### src/rtl/hsw_pkg.sv
package hsw_pkg;

   typedef enum logic [1:0] {
      ST_IDLE = 2'd0,
      ST_ON   = 2'd1,
      ST_WAIT = 2'd2,
      ST_LOCK = 2'd3
   } hsw_state_e;

   // bit positions inside the synchronized flag vector
   localparam int unsigned FLG_OC    = 0;
   localparam int unsigned FLG_UV    = 1;
   localparam int unsigned FLG_OV    = 2;
   localparam int unsigned FLG_LIMIT = 3;
   localparam int unsigned FLG_W     = 4;

endpackage

### src/rtl/hsw_sync.sv
module hsw_sync #(
   parameter int unsigned       WIDTH   = 4,
   parameter int unsigned       STAGES  = 2,
   parameter logic [WIDTH-1:0]  RST_VAL = '1
) (
   input  logic             clk,
   input  logic             rst_n,
   input  logic [WIDTH-1:0] d,
   output logic [WIDTH-1:0] q
);

   logic [WIDTH-1:0] chain [STAGES];

   for (genvar s = 0; s < STAGES; s++) begin : g_stage
      if (s == 0) begin : g_first
         always_ff @(posedge clk or negedge rst_n) begin
            if (!rst_n) chain[s] <= RST_VAL;
            else        chain[s] <= d;
         end
      end else begin : g_next
         always_ff @(posedge clk or negedge rst_n) begin
            if (!rst_n) chain[s] <= RST_VAL;
            else        chain[s] <= chain[s-1];
         end
      end
   end

   assign q = chain[STAGES-1];

endmodule

### src/rtl/hsw_tick_timer.sv
module hsw_tick_timer #(
   parameter int unsigned TICKS = 16
) (
   input  logic clk,
   input  logic rst_n,
   input  logic clr,
   input  logic run,
   output logic done
);

   localparam int unsigned          CW   = (TICKS > 2) ? $clog2(TICKS) : 1;
   localparam logic [CW-1:0]        LAST = CW'(TICKS - 1);

   logic [CW-1:0] count_q;
   logic          at_end;

   assign at_end = (count_q == LAST);

   always_ff @(posedge clk or negedge rst_n) begin
      if (!rst_n)                count_q <= '0;
      else if (clr)              count_q <= '0;
      else if (run && !at_end)   count_q <= count_q + 1'b1;
   end

   assign done = at_end;

endmodule

### src/rtl/hsw_retry_fsm.sv
module hsw_retry_fsm
   import hsw_pkg::*;
#(
   parameter int unsigned MAX_RETRIES = 5,
   parameter int unsigned CNT_W       = 3
) (
   input  logic             clk,
   input  logic             rst_n,
   input  logic             mreset,
   input  logic             oc,
   input  logic             uv,
   input  logic             ov,
   input  logic             limit,
   input  logic             tmr_done,
   output logic             tmr_clr,
   output logic             tmr_run,
   output hsw_state_e       state_o,
   output logic [CNT_W-1:0] retry_cnt_o,
   output logic             gate_en,
   output logic             fault_alarm
);

   localparam logic [CNT_W-1:0] CAP = CNT_W'(MAX_RETRIES);

   hsw_state_e       state_q, state_d;
   logic [CNT_W-1:0] cnt_q, cnt_d;
   logic             any_fault;
   logic             budget_spent;

   assign any_fault    = oc | uv | ov;
   assign budget_spent = (cnt_q >= CAP);

   always_comb begin
      state_d = state_q;
      cnt_d   = cnt_q;
      unique case (state_q)
         ST_IDLE: begin
            if (!any_fault) state_d = ST_ON;
         end
         ST_ON: begin
            if (oc) begin
               if (limit && budget_spent) state_d = ST_LOCK;
               else                       state_d = ST_WAIT;
            end else if (uv || ov) begin
               state_d = ST_IDLE;
            end else if (tmr_done) begin
               cnt_d = '0;
            end
         end
         ST_WAIT: begin
            if (tmr_done) begin
               state_d = ST_ON;
               if (!budget_spent) cnt_d = cnt_q + 1'b1;
            end
         end
         ST_LOCK: begin
            state_d = ST_LOCK;
         end
         default: state_d = ST_IDLE;
      endcase
      if (mreset) begin
         state_d = ST_IDLE;
         cnt_d   = '0;
      end
   end

   always_ff @(posedge clk or negedge rst_n) begin
      if (!rst_n) begin
         state_q <= ST_IDLE;
         cnt_q   <= '0;
      end else begin
         state_q <= state_d;
         cnt_q   <= cnt_d;
      end
   end

   assign tmr_clr     = mreset | (state_d != state_q);
   assign tmr_run     = (state_q == ST_ON) | (state_q == ST_WAIT);
   assign gate_en     = (state_q == ST_ON) & ~any_fault;
   assign fault_alarm = (state_q == ST_LOCK);
   assign state_o     = state_q;
   assign retry_cnt_o = cnt_q;

endmodule

### src/rtl/hsw_retry_ctrl.sv
module hsw_retry_ctrl
   import hsw_pkg::*;
#(
   parameter int unsigned WAIT_TICKS  = 10_000_000,
   parameter int unsigned MAX_RETRIES = 5,
   parameter int unsigned SYNC_STAGES = 2
) (
   input  logic clk,
   input  logic rst_n,
   input  logic mreset,
   input  logic oc_in,
   input  logic uv_in,
   input  logic ov_in,
   input  logic limit_mode,
   output logic gate_en,
   output logic fault_alarm
);

   localparam int unsigned       CNT_W     = $clog2(MAX_RETRIES + 1);
   localparam logic [FLG_W-1:0]  SYNC_INIT = '1;

   if (WAIT_TICKS < 2) begin : g_chk_wait
      $error("WAIT_TICKS must be at least 2");
   end
   if (MAX_RETRIES < 1) begin : g_chk_retry
      $error("MAX_RETRIES must be at least 1");
   end
   if (SYNC_STAGES < 2) begin : g_chk_sync
      $error("SYNC_STAGES must be at least 2");
   end

   logic [FLG_W-1:0] raw_flags, sync_flags;
   logic             oc_s, uv_s, ov_s, limit_s;
   logic             tmr_clr, tmr_run, tmr_done;
   hsw_state_e       fsm_state;
   logic [CNT_W-1:0] retry_cnt;

   always_comb begin
      raw_flags            = '0;
      raw_flags[FLG_OC]    = oc_in;
      raw_flags[FLG_UV]    = uv_in;
      raw_flags[FLG_OV]    = ov_in;
      raw_flags[FLG_LIMIT] = limit_mode;
   end

   hsw_sync #(
      .WIDTH   (FLG_W),
      .STAGES  (SYNC_STAGES),
      .RST_VAL (SYNC_INIT)
   ) u_sync (
      .clk   (clk),
      .rst_n (rst_n),
      .d     (raw_flags),
      .q     (sync_flags)
   );

   assign oc_s    = sync_flags[FLG_OC];
   assign uv_s    = sync_flags[FLG_UV];
   assign ov_s    = sync_flags[FLG_OV];
   assign limit_s = sync_flags[FLG_LIMIT];

   hsw_tick_timer #(
      .TICKS (WAIT_TICKS)
   ) u_timer (
      .clk   (clk),
      .rst_n (rst_n),
      .clr   (tmr_clr),
      .run   (tmr_run),
      .done  (tmr_done)
   );

   hsw_retry_fsm #(
      .MAX_RETRIES (MAX_RETRIES),
      .CNT_W       (CNT_W)
   ) u_fsm (
      .clk         (clk),
      .rst_n       (rst_n),
      .mreset      (mreset),
      .oc          (oc_s),
      .uv          (uv_s),
      .ov          (ov_s),
      .limit       (limit_s),
      .tmr_done    (tmr_done),
      .tmr_clr     (tmr_clr),
      .tmr_run     (tmr_run),
      .state_o     (fsm_state),
      .retry_cnt_o (retry_cnt),
      .gate_en     (gate_en),
      .fault_alarm (fault_alarm)
   );

endmodule

### config.mk
export PLATFORM = sky130hd
export DESIGN_NAME = hsw_retry_ctrl
export DESIGN_NICKNAME = d
export VERILOG_FILES = /design/src/rtl/hsw_pkg.sv /design/src/rtl/hsw_sync.sv /design/src/rtl/hsw_tick_timer.sv /design/src/rtl/hsw_retry_fsm.sv /design/src/rtl/hsw_retry_ctrl.sv
export SDC_FILE = /design/constraint.sdc
export NUM_CORES = 1
export LEC_CHECK = 0
export CELL_PAD_IN_SITES_DETAIL_PLACEMENT = 1
export CELL_PAD_IN_SITES_GLOBAL_PLACEMENT = 2
export CORE_UTILIZATION = 44
export CTS_CLUSTER_DIAMETER = 100
export DETAILED_ROUTE_END_ITERATION = 10
export DONT_BUFFER_PORTS = 1
export MAX_ROUTING_LAYER = met4
export PLACE_DENSITY = 0.83
export SYNTH_ARGS = -nofsm -noshare
export SYNTH_HDL_FRONTEND = slang
export SYNTH_HIERARCHICAL = 1
export SYNTH_SLANG_ARGS = --single-unit
### constraint.sdc
create_clock -name clk -period 4.7 [get_ports clk]
set_clock_uncertainty 0.2 [all_clocks]
set_input_delay 0.705 -clock clk [delete_from_list [all_inputs] [get_ports clk]]
set_output_delay 0.705 -clock clk [all_outputs]
set_load 0.05 [all_outputs]
# Yosys cells after proc, flatten, opt, wreduce, memory -nomap -nowiden
# Cells that the tools add are included.
# op_classes
n_eq_ne,10
reduce_logical,8
addsub,2
magnitude_cmp,1
n_bitwise,6
mux,16
# op_table
op,count
24-bit 2-to-1 mux,2
24-bit by 1-bit adder with 24-bit output (second input constant),1
24-bit == test (second input constant),1
3-bit 2-to-1 mux,6
3-bit inequality test (second input constant),5
2-bit 2-to-1 mux,5
2-bit one-hot mux with 4 select lines,1
3-bit one-hot mux with 2 select lines,1
6-bit AND reduction,1
2-bit == test (second input constant),2
1-bit bitwise OR,4
3-bit by 1-bit adder with 3-bit output (second input constant),1
3-bit >= comparator (second input constant),1
3-bit nonzero test,1
2-bit by 1-bit == test with 1-bit output (second input constant),1
1-bit logical AND,2
2-bit logical NOT,1
2-bit inequality test,1
2-bit nonzero test,1
1-bit AND,1
1-bit logical NOT,1
1-bit logical OR,1
1-bit 2-to-1 mux,1
1-bit NOT,1
# totals
input_bits,7
elab_cells,48
output_inout_bits,2
reg_bits,37

# Longest topological paths before layout
# logic_depth
word_depth,9
depth_mapped,12
mapped_depth_nobuf,10

# Cells and area by module
# Netlist, hierarchy kept.
# by_module_without_submodules
module,cells_each,seq_area_each_um2,n_inst,area_each_um2
hsw_tick_timer,143,600.6,1,1357.6
hsw_retry_fsm,59,125.1,1,488.0
hsw_sync,12,210.2,1,240.2

# Worst setup path after synthesis
# Ideal clock, no wire load.
# synth_timing
path_type,register to register
startpoint,register u_timer.count_q[0]
endpoint,register u_timer.count_q[0]
setup_ns,0.132
synth_period_minus_slack_ns,2.802
arrival_time_ns,2.470
path_buffers,3
slack_ns,1.898
required_ns,4.368
stages_incl_launch_ff,13
path_cell_list,dfrtp_1 -> ha_1 -> nand2_1 -> or2_4 -> buf_2 -> nor3_1 -> a21oi_1 -> o21ai_0 -> o21ai_0 -> o311ai_1 -> buf_1 -> clkbuf_1 -> nor2_1
# synth_between
elab_chain_cells,7
word_cells_on_any_way,12
classes_between,add/sub (1); eq/ne (2); mux (5); bitwise (1); reduce/logical (3)
# synth_lines
element,line,text
start: declaration,hsw_tick_timer.sv:14,logic [CW-1:0] count_q;
start signal: assignment,hsw_tick_timer.sv:22,else if (run && !at_end) count_q <= count_q + 1'b1;
24-bit == test (*),hsw_tick_timer.sv:17,assign at_end = (count_q == LAST);
named net tmr_done,hsw_retry_ctrl.sv:34,"logic tmr_clr, tmr_run, tmr_done;"
2-bit 2-to-1 mux (*),hsw_retry_fsm.sv:51,if (tmr_done) begin
2-bit one-hot mux with 4 select lines (*),hsw_retry_fsm.sv:36,unique case (state_q)
2-bit 2-to-1 mux (*),hsw_retry_fsm.sv:61,if (mreset) begin
2-bit inequality test (*),hsw_retry_fsm.sv:77,assign tmr_clr = mreset | (state_d != state_q);
1-bit bitwise OR (*),hsw_retry_fsm.sv:77,
named net tmr_clr,hsw_retry_ctrl.sv:34,
24-bit 2-to-1 mux or 2-bit nonzero test (tied branches),--,
# Mark *: on every way through the listed nets, which the timed path passes. The rest lies on a longest branch. The select of a mux whose other input is x is not followed.
# A chain may end at the register's enable or synchronous reset.

# Worst setup path after layout
# layout_timing
startpoint,register u_timer.count_q[0]
endpoint,register u_timer.count_q[18]
# Same word-level chain as after synthesis.

==> metrics <==
initial antenna violation count=0; most numerous cell in the Yosys netlist=dfrtp_1; post-synth top area share=between 30% and 40%; synth unique cells=49; DRC Markers=0; FFs w/ async S/R, synth=100.0%; CTS tree=yes; total grt overflow=0; Initial DRC Count=between 60 and 70; GRT Resource Usage Total=about a fifth; cells on worst reg2reg path=10; Final nets=between 200 and 250; power share of the combinational group=roughly 28%; H-tree depth=2; Crit-path slowest cell=o311ai_2; CP max FO=18; Synth Flop Type=dfrtp_1; Placed Cells=approximately 260; Wirelength per Cell=16.84 µm; Avg Cell Area, Syn=9.746 µm²; width of the die=70.85 µm; dpl hpwl=between 3 and 4 mm; xor/xnor share of the synthesized area=3.359%; syn_nets=approximately 230; io pins=9; measured slew at the worst slew-check pin=668.0 ps; reg-to-reg slack, setup=approximately 1600 ps; fin. max-slew vios=0; via count=1600; WS Path Type=reg -> reg; Crit path largest cell delay=approximately 600 ps; critical-path cell list=ha_1 > nand2_1 > or2_4 > nor3_1 > a21oi_1 > o21ai_0 > o21ai_0 > o311ai_2 > buf_4 > nor2_1; Clock transition at path regs=about 80 ps; worst-skew pair later-pin latency=280 ps; largest family of logic cells by synthesized area=simple AND/OR/NAND/NOR gates; port bufs=0; first-pass GRT wire length=7.776 mm; Area Overhead vs Synth=5.759%; total routed wirelength=4.446 mm; Seq pwr share=about 44%; Root Driver=clkbuf_8; RSZ-0062 raised after global routing=false; Synth Warn #=6; Post-synth EDFFs=0; Buf/Inv on CP=1; Seq/Total Area, Yosys=approximately 45%; Worst Hold Class=in -> async; maximum VDD drop=0.2275 mV; DP Area=between 2000 and 2500 µm²; Sw Ratio=~36%; Worst R2R Start=u_timer/count_q[0]; die area=approximately 5000 µm²; largest cells by area after synthesis=dfrtp_1 (35%), dfstp_2 (10%), ha_1 (4.2%), a21oi_1 (3.6%), nor2_1 (3.4%); TritonRoute pass-1 iters=6; clock power share=a little over a quarter; Switching Power=about 290 µW; Max Cap Violations=0; via-per-instance ratio=~6; status=finished clean; PwrDens=365.1 nW/µm²; Hold Violations, Final=0; final core utilization=about half; Resized cells post-CTS=0; clock buffer depth=2; leading area contributor after synthesis=dfrtp_1; Fin Setup TNS=0 ps; CP Capture Type=flip-flop; die height=roughly 70 µm; adder-cell share of the synthesized area=about 4.2%; Worst Path Required=around 4700 ps; CTS Sinks=37; Final min period=3144 ps; Pint=518.9 µW; Startpoint Class=flip-flop; FMAX=0.3180 GHz; Arr. time, crit path=3120 ps; leakage power=a little over 0.0008 µW; fillers=between 500 and 600; commonest cells in the netlist=dfrtp_1 (29), nor2_1 (19), a21oi_1 (15), nand2_1 (13), o21ai_0 (13); Slew headroom=a little under three fifths; final period utilization=66.90%; Antenna Violating Nets Remaining=0; FP Rows=24; Setup-failing EPs final=0; number of buffers created by CTS=5; FF+latch count, synth=37; Initial Util=46.93%; largest net degree at the start of global routing=30; sequential standard cell area=935.9 µm²; Multi-input gate area=~1100 µm²; most used cell, CP=o21ai_0; share of layout cells above drive strength 1=~17%; compound-cell area share of the yosys netlist=between 15 and 20%; Synth Area in Simple Gates=between 20% and 30%; family with the most delay on the worst path=compound AO/OA/AOI/OAI gates; Finished Layout Cells=about 260; mux share of post-synthesis cell area=2.100%; post-route cell area=around 2200 µm²; vias in the first global route=~1600; RePlAce Congestion=0.8203; Reg2Reg Capture Point=u_timer/count_q[18]; Placeable Area=between 4000 and 5000 µm²; Syn Std Cell Area=2086 µm²; Cells after Synth=214; Inserted Diodes=0
-- worst max path at each step --
stage / from / end / slack [ps] / cells past startpoint
global placement: u_timer/count_q[0] / u_timer/count_q[22] / 1740 / 10
global route: u_timer/count_q[0] / u_timer/count_q[2] / 1060 / 10
CTS: u_timer/count_q[0] / u_timer/count_q[2] / 1500 / 10
floorplan: u_timer/count_q[0] / u_timer/count_q[0] / 1900 / 12
finish: u_timer/count_q[0] / u_timer/count_q[18] / 1560 / 10
detailed placement: u_timer/count_q[0] / u_timer/count_q[2] / 1540 / 10
-- power by group through the flow --
stage,clock [µW],combinational (µW),sequential (µW)
6_report,219,229,358
5_1_grt,240,259,360
2_1_floorplan,0,190,356
3_5_place_dp,0,224,363
4_1_cts,228,233,357
3_3_place_gp,0,215,361
-- cell families (layout without fill, tap and decap cells) --
group / Yosys count / count (layout)
mux: 4 / 4
buf+inv: 20 / 18
fa+ha+maj: 7 / 7
flops: 37 / 37
compound gates: 46 / 46
xor+xnor: 8 / 8
simple gates: 92 / 92
-- routing by layer --
metal / GRT usage (%) / vias up / part of all wire [%]
met5: - / - / 0
met4: 4.222 / 0 / 0.76
met3: 3.989 / 4 / 3.3
met2: 29.91 / 19 / 44
met1: 29.65 / 807 / 51
li1: - / 770 / -
-- through the flow --
| step | total power, µW | setup slack, ps | hold WS (ps) |
|---|---|---|---|
| final | 805.3 | 1556 | 34.06 |
| after global routing | 858.8 | 1065 | 33.94 |
| after CTS | 818.5 | 1495 | 30.94 |
| after detailed placement | 586.4 | 1539 | 148.8 |
| after floorplan | 546.4 | 1898 | 145.2 |
| after global placement | 576.0 | 1740 | 147.3 |
-- registers in the layout (all words and copies together) (netlist names) --
signal / count
u_fsm/state_o: 2
u_sync/chain: 4
u_timer/count_q: 24
u_sync/q: 4
u_fsm/retry_cnt_o: 3
-- what timing repair did --
action | 4_1_cts | 5_1_grt
buffers inserted | 0 | 0
setup endpoints to repair | 0 | 0
hold buffers | 1 | 0
hold endpoints to repair | 29 | 0
-- area by class of cell --
cell class                 instances  area share [%]
clock buffer                       5           3.120
timing repair buffer               2           1.248
multi-input combinational        157           47.87
inverter                           8           1.361
sequential                        37           42.43
clock inverter                     3           1.021
tap                               52           2.950
-- placed cells by master, fill, tap and decap left out, types with 5 or more instances in the layout --
cell      count
dfstp_2       8
clkbuf_8      5
o21ai_0      13
a21oi_1      15
xnor2_1       6
ha_1          7
nand3_1      11
nor2_1       19
nand2_1      13
inv_1         8
or3_1        10
dfrtp_1      29
nor3_1        8
Power figures use the tool's default switching activity.
